==> src/rtl/digipot_pkg.sv <==
package digipot_pkg;

    localparam int WIPER_W  = 6;
    localparam int DATA_W   = 8;
    localparam int NV_AW    = 5;
    localparam int NV_DEPTH = 1 << NV_AW;
    localparam int RO_COUNT = 2;

    localparam logic [4:0]         DEV_ADDR_HI = 5'b01011;
    localparam logic [WIPER_W-1:0] WIPER_MID   = WIPER_W'(1 << (WIPER_W - 1));

    typedef enum logic [2:0] {
        OP_NOP     = 3'b000,
        OP_WIPER   = 3'b001,
        OP_NV      = 3'b010,
        OP_WP      = 3'b011,
        OP_RESTORE = 3'b100,
        OP_SAVE    = 3'b101
    } op_e;

    typedef enum logic [2:0] {
        ST_IDLE,
        ST_RX,
        ST_RX_ACK,
        ST_TX,
        ST_TX_ACK
    } st_e;

    typedef enum logic [1:0] {
        PH_ADDR,
        PH_INSTR,
        PH_DATA
    } ph_e;

    typedef struct packed {
        logic             is_nv;
        logic [NV_AW-1:0] addr;
    } ptr_t;

    function automatic op_e decode_op(input logic [2:0] code);
        case (code)
            3'b001:  return OP_WIPER;
            3'b010:  return OP_NV;
            3'b011:  return OP_WP;
            3'b100:  return OP_RESTORE;
            3'b101:  return OP_SAVE;
            default: return OP_NOP;
        endcase
    endfunction

    function automatic logic [DATA_W-1:0] pad_wiper(input logic [WIPER_W-1:0] w);
        return {{(DATA_W - WIPER_W){1'b0}}, w};
    endfunction

endpackage

==> src/rtl/digipot_line_sampler.sv <==
module digipot_line_sampler #(
    parameter int STAGES = 2
) (
    input  logic clk,
    input  logic rst,
    input  logic scl_i,
    input  logic sda_i,
    output logic sda_o,
    output logic scl_rise_o,
    output logic scl_fall_o,
    output logic start_o,
    output logic stop_o
);
    // STAGES synchronizer flops plus one history flop per line
    logic [STAGES:0] scl_pipe;
    logic [STAGES:0] sda_pipe;

    always_ff @(posedge clk) begin
        if (rst) begin
            scl_pipe <= '1;
            sda_pipe <= '1;
        end else begin
            scl_pipe <= {scl_pipe[STAGES-1:0], scl_i};
            sda_pipe <= {sda_pipe[STAGES-1:0], sda_i};
        end
    end

    logic scl_now, scl_old, sda_now, sda_old;
    assign scl_now = scl_pipe[STAGES-1];
    assign scl_old = scl_pipe[STAGES];
    assign sda_now = sda_pipe[STAGES-1];
    assign sda_old = sda_pipe[STAGES];

    assign sda_o      = sda_now;
    assign scl_rise_o = scl_now & ~scl_old;
    assign scl_fall_o = ~scl_now & scl_old;
    assign start_o    = scl_now & scl_old & sda_old & ~sda_now;
    assign stop_o     = scl_now & scl_old & ~sda_old & sda_now;

endmodule

==> src/rtl/digipot_nv_store.sv <==
module digipot_nv_store
    import digipot_pkg::*;
#(
    parameter logic [DATA_W-1:0] TOL_HI = 8'h1C,
    parameter logic [DATA_W-1:0] TOL_LO = 8'h0F
) (
    input  logic               clk,
    input  logic               rst,
    input  logic               we_i,
    input  logic               lock_i,
    input  logic [NV_AW-1:0]   waddr_i,
    input  logic [DATA_W-1:0]  wdata_i,
    input  logic [NV_AW-1:0]   raddr_i,
    output logic [DATA_W-1:0]  rdata_o,
    output logic [WIPER_W-1:0] word0_o
);
    localparam int RW_DEPTH = NV_DEPTH - RO_COUNT;
    localparam logic [NV_AW-1:0] RO_HI_ADDR = NV_AW'(NV_DEPTH - 2);
    localparam logic [NV_AW-1:0] RO_LO_ADDR = NV_AW'(NV_DEPTH - 1);

    logic [DATA_W-1:0] mem [RW_DEPTH];
    logic              wr_ok;

    // Lock and read-only region both veto the store
    assign wr_ok = we_i && !lock_i && (waddr_i < NV_AW'(RW_DEPTH));

    always_ff @(posedge clk) begin
        if (rst) begin
            for (int i = 0; i < RW_DEPTH; i++) begin
                mem[i] <= '0;
            end
        end else if (wr_ok) begin
            mem[waddr_i] <= wdata_i;
        end
    end

    always_comb begin
        if (raddr_i == RO_HI_ADDR) begin
            rdata_o = TOL_HI;
        end else if (raddr_i == RO_LO_ADDR) begin
            rdata_o = TOL_LO;
        end else begin
            rdata_o = mem[raddr_i];
        end
    end

    assign word0_o = mem[0][WIPER_W-1:0];

endmodule

==> src/rtl/digipot_i2c_ctrl.sv <==
module digipot_i2c_ctrl
    import digipot_pkg::*;
#(
    parameter logic [DATA_W-1:0] TOL_SIGN_INT = 8'h1C,
    parameter logic [DATA_W-1:0] TOL_FRAC     = 8'h0F,
    parameter int                SYNC_STAGES  = 2
) (
    input  logic               clk,
    input  logic               rst,
    input  logic               scl_i,
    input  logic               sda_i,
    input  logic [1:0]         strap_i,
    output logic               sda_oe_o,
    output logic [WIPER_W-1:0] wiper_o,
    output logic               wp_o
);
    logic sda_s, scl_rise, scl_fall, bus_start, bus_stop;

    digipot_line_sampler #(.STAGES(SYNC_STAGES)) u_smp (
        .clk        (clk),
        .rst        (rst),
        .scl_i      (scl_i),
        .sda_i      (sda_i),
        .sda_o      (sda_s),
        .scl_rise_o (scl_rise),
        .scl_fall_o (scl_fall),
        .start_o    (bus_start),
        .stop_o     (bus_stop)
    );

    st_e                st;
    ph_e                ph;
    op_e                op_q;
    ptr_t               ptr;
    logic [3:0]         bitcnt;
    logic [DATA_W-1:0]  shreg;
    logic [DATA_W-1:0]  txreg;
    logic [WIPER_W-1:0] wiper_q;
    logic               wp_q;
    logic               sda_oe_q;
    logic               rd_q;
    logic               mack_q;
    logic [1:0]         strap_q;
    logic               strap_taken;

    logic               nv_we;
    logic [NV_AW-1:0]   nv_waddr;
    logic [DATA_W-1:0]  nv_wdata;
    logic [NV_AW-1:0]   nv_raddr;
    logic [DATA_W-1:0]  nv_rdata;
    logic [WIPER_W-1:0] nv_word0;

    logic               byte_done;
    op_e                instr_op;
    logic [DATA_W-1:0]  tx_byte;
    logic [6:0]         own_addr;

    assign byte_done = (st == ST_RX) && scl_fall && (bitcnt == 4'd8);
    assign instr_op  = decode_op(shreg[7:5]);
    assign own_addr  = {DEV_ADDR_HI, strap_q};
    assign nv_raddr  = ptr.addr;
    assign tx_byte   = ptr.is_nv ? nv_rdata : pad_wiper(wiper_q);

    always_comb begin
        nv_we    = 1'b0;
        nv_waddr = '0;
        nv_wdata = '0;
        if (byte_done && ph == PH_INSTR && instr_op == OP_SAVE) begin
            nv_we    = 1'b1;
            nv_wdata = pad_wiper(wiper_q);
        end else if (byte_done && ph == PH_DATA && op_q == OP_NV) begin
            nv_we    = 1'b1;
            nv_waddr = ptr.addr;
            nv_wdata = shreg;
        end
    end

    digipot_nv_store #(.TOL_HI(TOL_SIGN_INT), .TOL_LO(TOL_FRAC)) u_nv (
        .clk     (clk),
        .rst     (rst),
        .we_i    (nv_we),
        .lock_i  (wp_q),
        .waddr_i (nv_waddr),
        .wdata_i (nv_wdata),
        .raddr_i (nv_raddr),
        .rdata_o (nv_rdata),
        .word0_o (nv_word0)
    );

    always_ff @(posedge clk) begin
        if (rst) begin
            st          <= ST_IDLE;
            ph          <= PH_ADDR;
            op_q        <= OP_NOP;
            ptr         <= '{is_nv: 1'b0, addr: '0};
            bitcnt      <= '0;
            shreg       <= '0;
            txreg       <= '0;
            wiper_q     <= WIPER_MID;
            wp_q        <= 1'b0;
            sda_oe_q    <= 1'b0;
            rd_q        <= 1'b0;
            mack_q      <= 1'b0;
            strap_q     <= '0;
            strap_taken <= 1'b0;
        end else begin
            if (!strap_taken) begin
                strap_q     <= strap_i;
                strap_taken <= 1'b1;
            end
            if (bus_start) begin
                st       <= ST_RX;
                ph       <= PH_ADDR;
                bitcnt   <= '0;
                sda_oe_q <= 1'b0;
            end else if (bus_stop) begin
                st       <= ST_IDLE;
                sda_oe_q <= 1'b0;
            end else begin
                case (st)
                    ST_RX: begin
                        if (scl_rise) begin
                            shreg  <= {shreg[DATA_W-2:0], sda_s};
                            bitcnt <= bitcnt + 4'd1;
                        end else if (byte_done) begin
                            case (ph)
                                PH_ADDR: begin
                                    if (shreg[7:1] == own_addr) begin
                                        sda_oe_q <= 1'b1;
                                        rd_q     <= shreg[0];
                                        st       <= ST_RX_ACK;
                                    end else begin
                                        st <= ST_IDLE;
                                    end
                                end
                                PH_INSTR: begin
                                    sda_oe_q <= 1'b1;
                                    st       <= ST_RX_ACK;
                                    op_q     <= instr_op;
                                    case (instr_op)
                                        OP_WIPER:   ptr <= '{is_nv: 1'b0, addr: shreg[NV_AW-1:0]};
                                        OP_NV:      ptr <= '{is_nv: 1'b1, addr: shreg[NV_AW-1:0]};
                                        OP_RESTORE: wiper_q <= nv_word0;
                                        default:    ;
                                    endcase
                                end
                                default: begin
                                    sda_oe_q <= 1'b1;
                                    st       <= ST_RX_ACK;
                                    case (op_q)
                                        OP_WIPER: wiper_q <= shreg[WIPER_W-1:0];
                                        OP_WP:    wp_q    <= shreg[0];
                                        default:  ;
                                    endcase
                                end
                            endcase
                        end
                    end
                    ST_RX_ACK: begin
                        if (scl_fall) begin
                            bitcnt <= '0;
                            if (ph == PH_ADDR && rd_q) begin
                                txreg    <= tx_byte;
                                sda_oe_q <= ~tx_byte[DATA_W-1];
                                st       <= ST_TX;
                            end else begin
                                sda_oe_q <= 1'b0;
                                st       <= ST_RX;
                                ph       <= (ph == PH_ADDR) ? PH_INSTR : PH_DATA;
                            end
                        end
                    end
                    ST_TX: begin
                        if (scl_rise) begin
                            bitcnt <= bitcnt + 4'd1;
                        end else if (scl_fall) begin
                            if (bitcnt == 4'd8) begin
                                sda_oe_q <= 1'b0;
                                st       <= ST_TX_ACK;
                            end else begin
                                txreg    <= {txreg[DATA_W-2:0], 1'b0};
                                sda_oe_q <= ~txreg[DATA_W-2];
                            end
                        end
                    end
                    ST_TX_ACK: begin
                        if (scl_rise) begin
                            mack_q <= ~sda_s;
                            if (!sda_s && ptr.is_nv) begin
                                ptr.addr <= ptr.addr + NV_AW'(1);
                            end
                        end else if (scl_fall) begin
                            if (mack_q) begin
                                txreg    <= tx_byte;
                                sda_oe_q <= ~tx_byte[DATA_W-1];
                                bitcnt   <= '0;
                                st       <= ST_TX;
                            end else begin
                                st <= ST_IDLE;
                            end
                        end
                    end
                    default: ;
                endcase
            end
        end
    end

    assign sda_oe_o = sda_oe_q;
    assign wiper_o  = wiper_q;
    assign wp_o     = wp_q;

endmodule

==> config.mk <==
export PLATFORM = sky130hd
export DESIGN_NAME = digipot_i2c_ctrl
export DESIGN_NICKNAME = d
export VERILOG_FILES = /design/src/rtl/digipot_pkg.sv /design/src/rtl/digipot_line_sampler.sv /design/src/rtl/digipot_nv_store.sv /design/src/rtl/digipot_i2c_ctrl.sv
export SDC_FILE = /design/constraint.sdc
export NUM_CORES = 1
export LEC_CHECK = 0
export ABC_AREA = 1
export BUFFER_PORTS_ARGS = -buffer_cell sky130_fd_sc_hd__buf_2
export CAP_MARGIN = 20
export CELL_PAD_IN_SITES_DETAIL_PLACEMENT = 0
export CELL_PAD_IN_SITES_GLOBAL_PLACEMENT = 1
export CORE_ASPECT_RATIO = 0.6
export CORE_MARGIN = 10
export CORE_UTILIZATION = 45
export CTS_CLUSTER_SIZE = 40
export DETAILED_ROUTE_END_ITERATION = 10
export PLACE_DENSITY = 0.74
export RECOVER_POWER = 25
export SLEW_MARGIN = 20
export SYNTH_ARGS = -nofsm -noshare
export SYNTH_HDL_FRONTEND = slang
export SYNTH_SLANG_ARGS = --single-unit
==> constraint.sdc <==
create_clock -name clk -period 6.3 [get_ports clk]
set_input_delay 0.315 -clock clk [delete_from_list [all_inputs] [get_ports clk]]
set_output_delay 0.315 -clock clk [all_outputs]
set_load 0.03 [all_outputs]
==> flow_summary_export.csv <==
group,metric,value,unit
detailed_routing,wl_met1,22100,um
yosys,yosysWarnings,0,
die,core_area,31300,um^2
finish,n_fill_cell,2966,
detailed_routing,via_per_inst,5.70,
min_path,min_from,"strap_i[0]",
power_and_ir_drop,irDropWorstVdd,0.220,mV
setup_path,rr_endpoint,"u_nv.mem[29][1]$_SDFFCE_PN0P_",
die,die-area,39800,um^2
global_route,antenna_found_initial,1,
finish,diodes,0,
detailed_routing,highest_layer,"met5",
die,initial_core_util,45.9,%
power_and_ir_drop,p_per_area,276,nW/um^2
detailed_routing,routed_wl,45200,um
clock_network,post_cts_buffers,0,
clock_network,cts_inserted_buffers,30,
run,drv_cap,9,
die,num_rows,50,
setup_path,required,6.56,ns
detailed_routing,drc,0,
setup_path,cp.arrival,5.02,ns
sta,clock.fmax,210,MHz
finish,nets,1574,
yosys,synthArstFlopShare,0,%
setup_path,worst-r2r-cell-count,9,
clock_network,clkLatencyLatePin,0.58,ns
clock_network,cts_tree,"built",
place,numPortBuffers,13,
die,fp.dieH,159,um
outcome,outcome,"finished, violations left",
sta,min_period,4.76,ns
detailed_routing,drt-initial-drc-count,1625,
clock_network,clockRootBuffer,"clkbuf_16",
setup_path,r2r_start,"bitcnt[0]$_SDFFE_PP0P_",
global_route,grt_pass1_vias,10500,
yosys,yosysSeqAreaShare,61.4,%
yosys,synthCells,1575,
detailed_routing,detail-route-antenna-nets,0,
setup_path,path_max_fanout,18,
sta,report.final.slew_viol_count,265,
yosys,yosysTopAreaCellShare,53.4,%
sta,slew_headroom,-60.9,%
yosys,avgSynthCellArea,9.13,um^2
finish,layout-drive-gt1-share,4.86,%
sta,worst_pin_slew,2.41,ns
detailed_routing,drt-wirelength-per-cell,22.6,um
global_route,grt_max_degree,77,
detailed_routing,wl_met3,5330,um
outcome,violations,"capacitance limit, slew limit",
place,dp_hpwl,29300,um
global_route,grt-ovfl-total,0,
finish,final_common_cell,"nor2_1",
yosys,synth_cell_types,41,
min_path,hp-class,"in2reg",
setup_path,cp-start-kind,"flop",
setup_path,endpoint_kind,"flop",
clock_network,htreeDepth,1,
detailed_routing,wl_met2,17100,um
clock_network,cts.sinks,313,
yosys,ys_ff_latch,313,
min_path,hold_depth,3,
setup_path,reg2reg_slack,1.54,ns
setup_path,path_class,"reg2reg",
global_route,track_usage,22.4,%
yosys,synth_area_leaders,"edfxtp_1, nor2_1, dfxtp_1, nand2_1, o21ai_0",
power_and_ir_drop,p_leak,5.60,nW
sta,period_share,75.5,%
yosys,synthFlopType,"edfxtp_1",
global_route,grt_first_pass_wirelength,67900,um
die,die_w,251,um
yosys,synthesis.area,14400,um^2
detailed_routing,drtPass1Iterations,6,
detailed_routing,vias,11400,
place,place_congestion,0.928,
sta,finalHoldViolCount,0,
die,boundaryPins,14,
sta,skew,0.0134,ns
finish,final_cell_mix,"nor2_1, nand2_1, edfxtp_1",
sta,setup_tns,0,ns
clock_network,path_clk_slew,0.07,ns
yosys,synth_enable_flop_cells,256,
finish,area_growth,9.55,%
min_path,min_to,"strap_q[0]$_SDFFE_PP0N_",
clock_network,cts_buffer_depth,3,
sta,rsz0062_at_grt,"no",
sta,setup_viol,0,
yosys,yosys.area.top_type,"edfxtp_1",
sta,hold-worst-slack,0.0342,ns
## worst max path at each step
stage / startpoint / end / cells after the start
after CTS: shreg[6]$_SDFFE_PP0P_ / u_nv.mem[15][0]$_SDFFCE_PN0P_ / 13
after global routing: bitcnt[0]$_SDFFE_PP0P_ / u_nv.mem[30][1]$_DFFE_PP_ / 9
after floorplan: shreg[6]$_SDFFE_PP0P_ / u_nv.mem[29][0]$_SDFFCE_PN0P_ / 13
after detailed placement: shreg[6]$_SDFFE_PP0P_ / u_nv.mem[15][0]$_SDFFCE_PN0P_ / 13
final: bitcnt[0]$_SDFFE_PP0P_ / u_nv.mem[29][1]$_SDFFCE_PN0P_ / 9
after global placement: shreg[6]$_SDFFE_PP0P_ / u_nv.mem[15][0]$_SDFFCE_PN0P_ / 13
## cell families (layout without fill, tap and decap cells)
logic type,count (synthesis),in the layout,synth area share (%)
xor+xnor,3,3,0.183
other cells,1,16,0.0261
fa+ha+maj,7,7,0.609
flops,313,313,61.4
compound gates,250,250,9.60
simple gates,803,803,23.0
buf+inv,198,192,5.17
## metrics by stage
stage / power [mW] / setup WS [ns] / utilization (%) / instance area [um^2] / std cells
after global routing: 4.47 / 1.36 / 50.3 / 15800 / 2000
after detailed placement: 2.51 / 2.49 / 47.2 / 14800 / 1942
after global placement: 2.51 / 2.53 / 47.2 / 14800 / 1942
final: 4.35 / 1.54 / 50.3 / 15800 / 2000
after floorplan: 2.46 / 3.46 / - / 14400 / 1590
after CTS: 4.36 / 2.48 / 50.5 / 15800 / 2000
## timing repair
item | in CTS | in global routing
resized for setup | 0 | 0
endpoints found under the hold margin | 3 | 0
hold buffers | 3 | 0
## power breakdown
part | internal [mW] | switching, mW
clock | 1.06 | 0.817
combinational | 0.0310 | 0.0955
sequential | 2.32 | 0.0333
## synth_stat cells, types with 2 or more instances
cell and instances:
nor2_1 368, nand2_1 274, edfxtp_1 256, o21ai_0 143, nand3_1 105, inv_1 101
clkbuf_1 83, dfxtp_1 57, a21oi_1 42, o211ai_1 25, nor3_1 22, o22ai_1 21
nand2_2 8, a31oi_1 7, ha_1 7, inv_2 7, or2_2 6, nand4_1 5
a211oi_1 3, buf_1 3, clkinv_1 3, nor2_4 3, a22oi_1 2, nand3_2 2
nor3b_1 2, nor4_1 2, nor4_2 2, o221ai_1 2, xor2_1 2
## cell type report
type                    instances  area (um^2)  share of cell area [%]
clock inverters                20          196                    1.25
multi-input cells            1079         4840                    30.7
inverters                     111          418                    2.65
clock buffers                  35          791                    5.02
repair buffers                 26          160                    1.02
flip-flops and latches        313         8830                    56.0
well taps                     416          520                    3.30
## routing by layer
layer,global-route usage (%),up-vias
met1,35.8,5515
met4,3.77,2
li1,-,5270
met3,6.30,46
met2,28.9,570
met5,0,-
## sequential cells by signal (all words and copies together), names as in the netlist, named ones only
signal and flops:
st 3, u_nv.mem 256, u_smp.sda_pipe 3, u_smp.scl_pipe 3
strap_q 2, mack_q 1, wiper_o 6, shreg 8
sda_oe_o 1, wp_o 1, strap_taken 1, ptr 1
txreg 7, op_q 3, ph 2, bitcnt 4
rd_q 1, nv_raddr 5
## critical path, stage by stage, from the launching register on
cell and delay (ns):
dfxtp_1 0.39, inv_1 0.06, ha_1 0.19, nand3_1 0.21, nor3_1 0.18, nand2_1 0.36, inv_1 0.22, a22oi_1 1.53
clkbuf_1 1.14, nor3_1 0.16
Note: power is estimated with default switching activity, not from simulation.
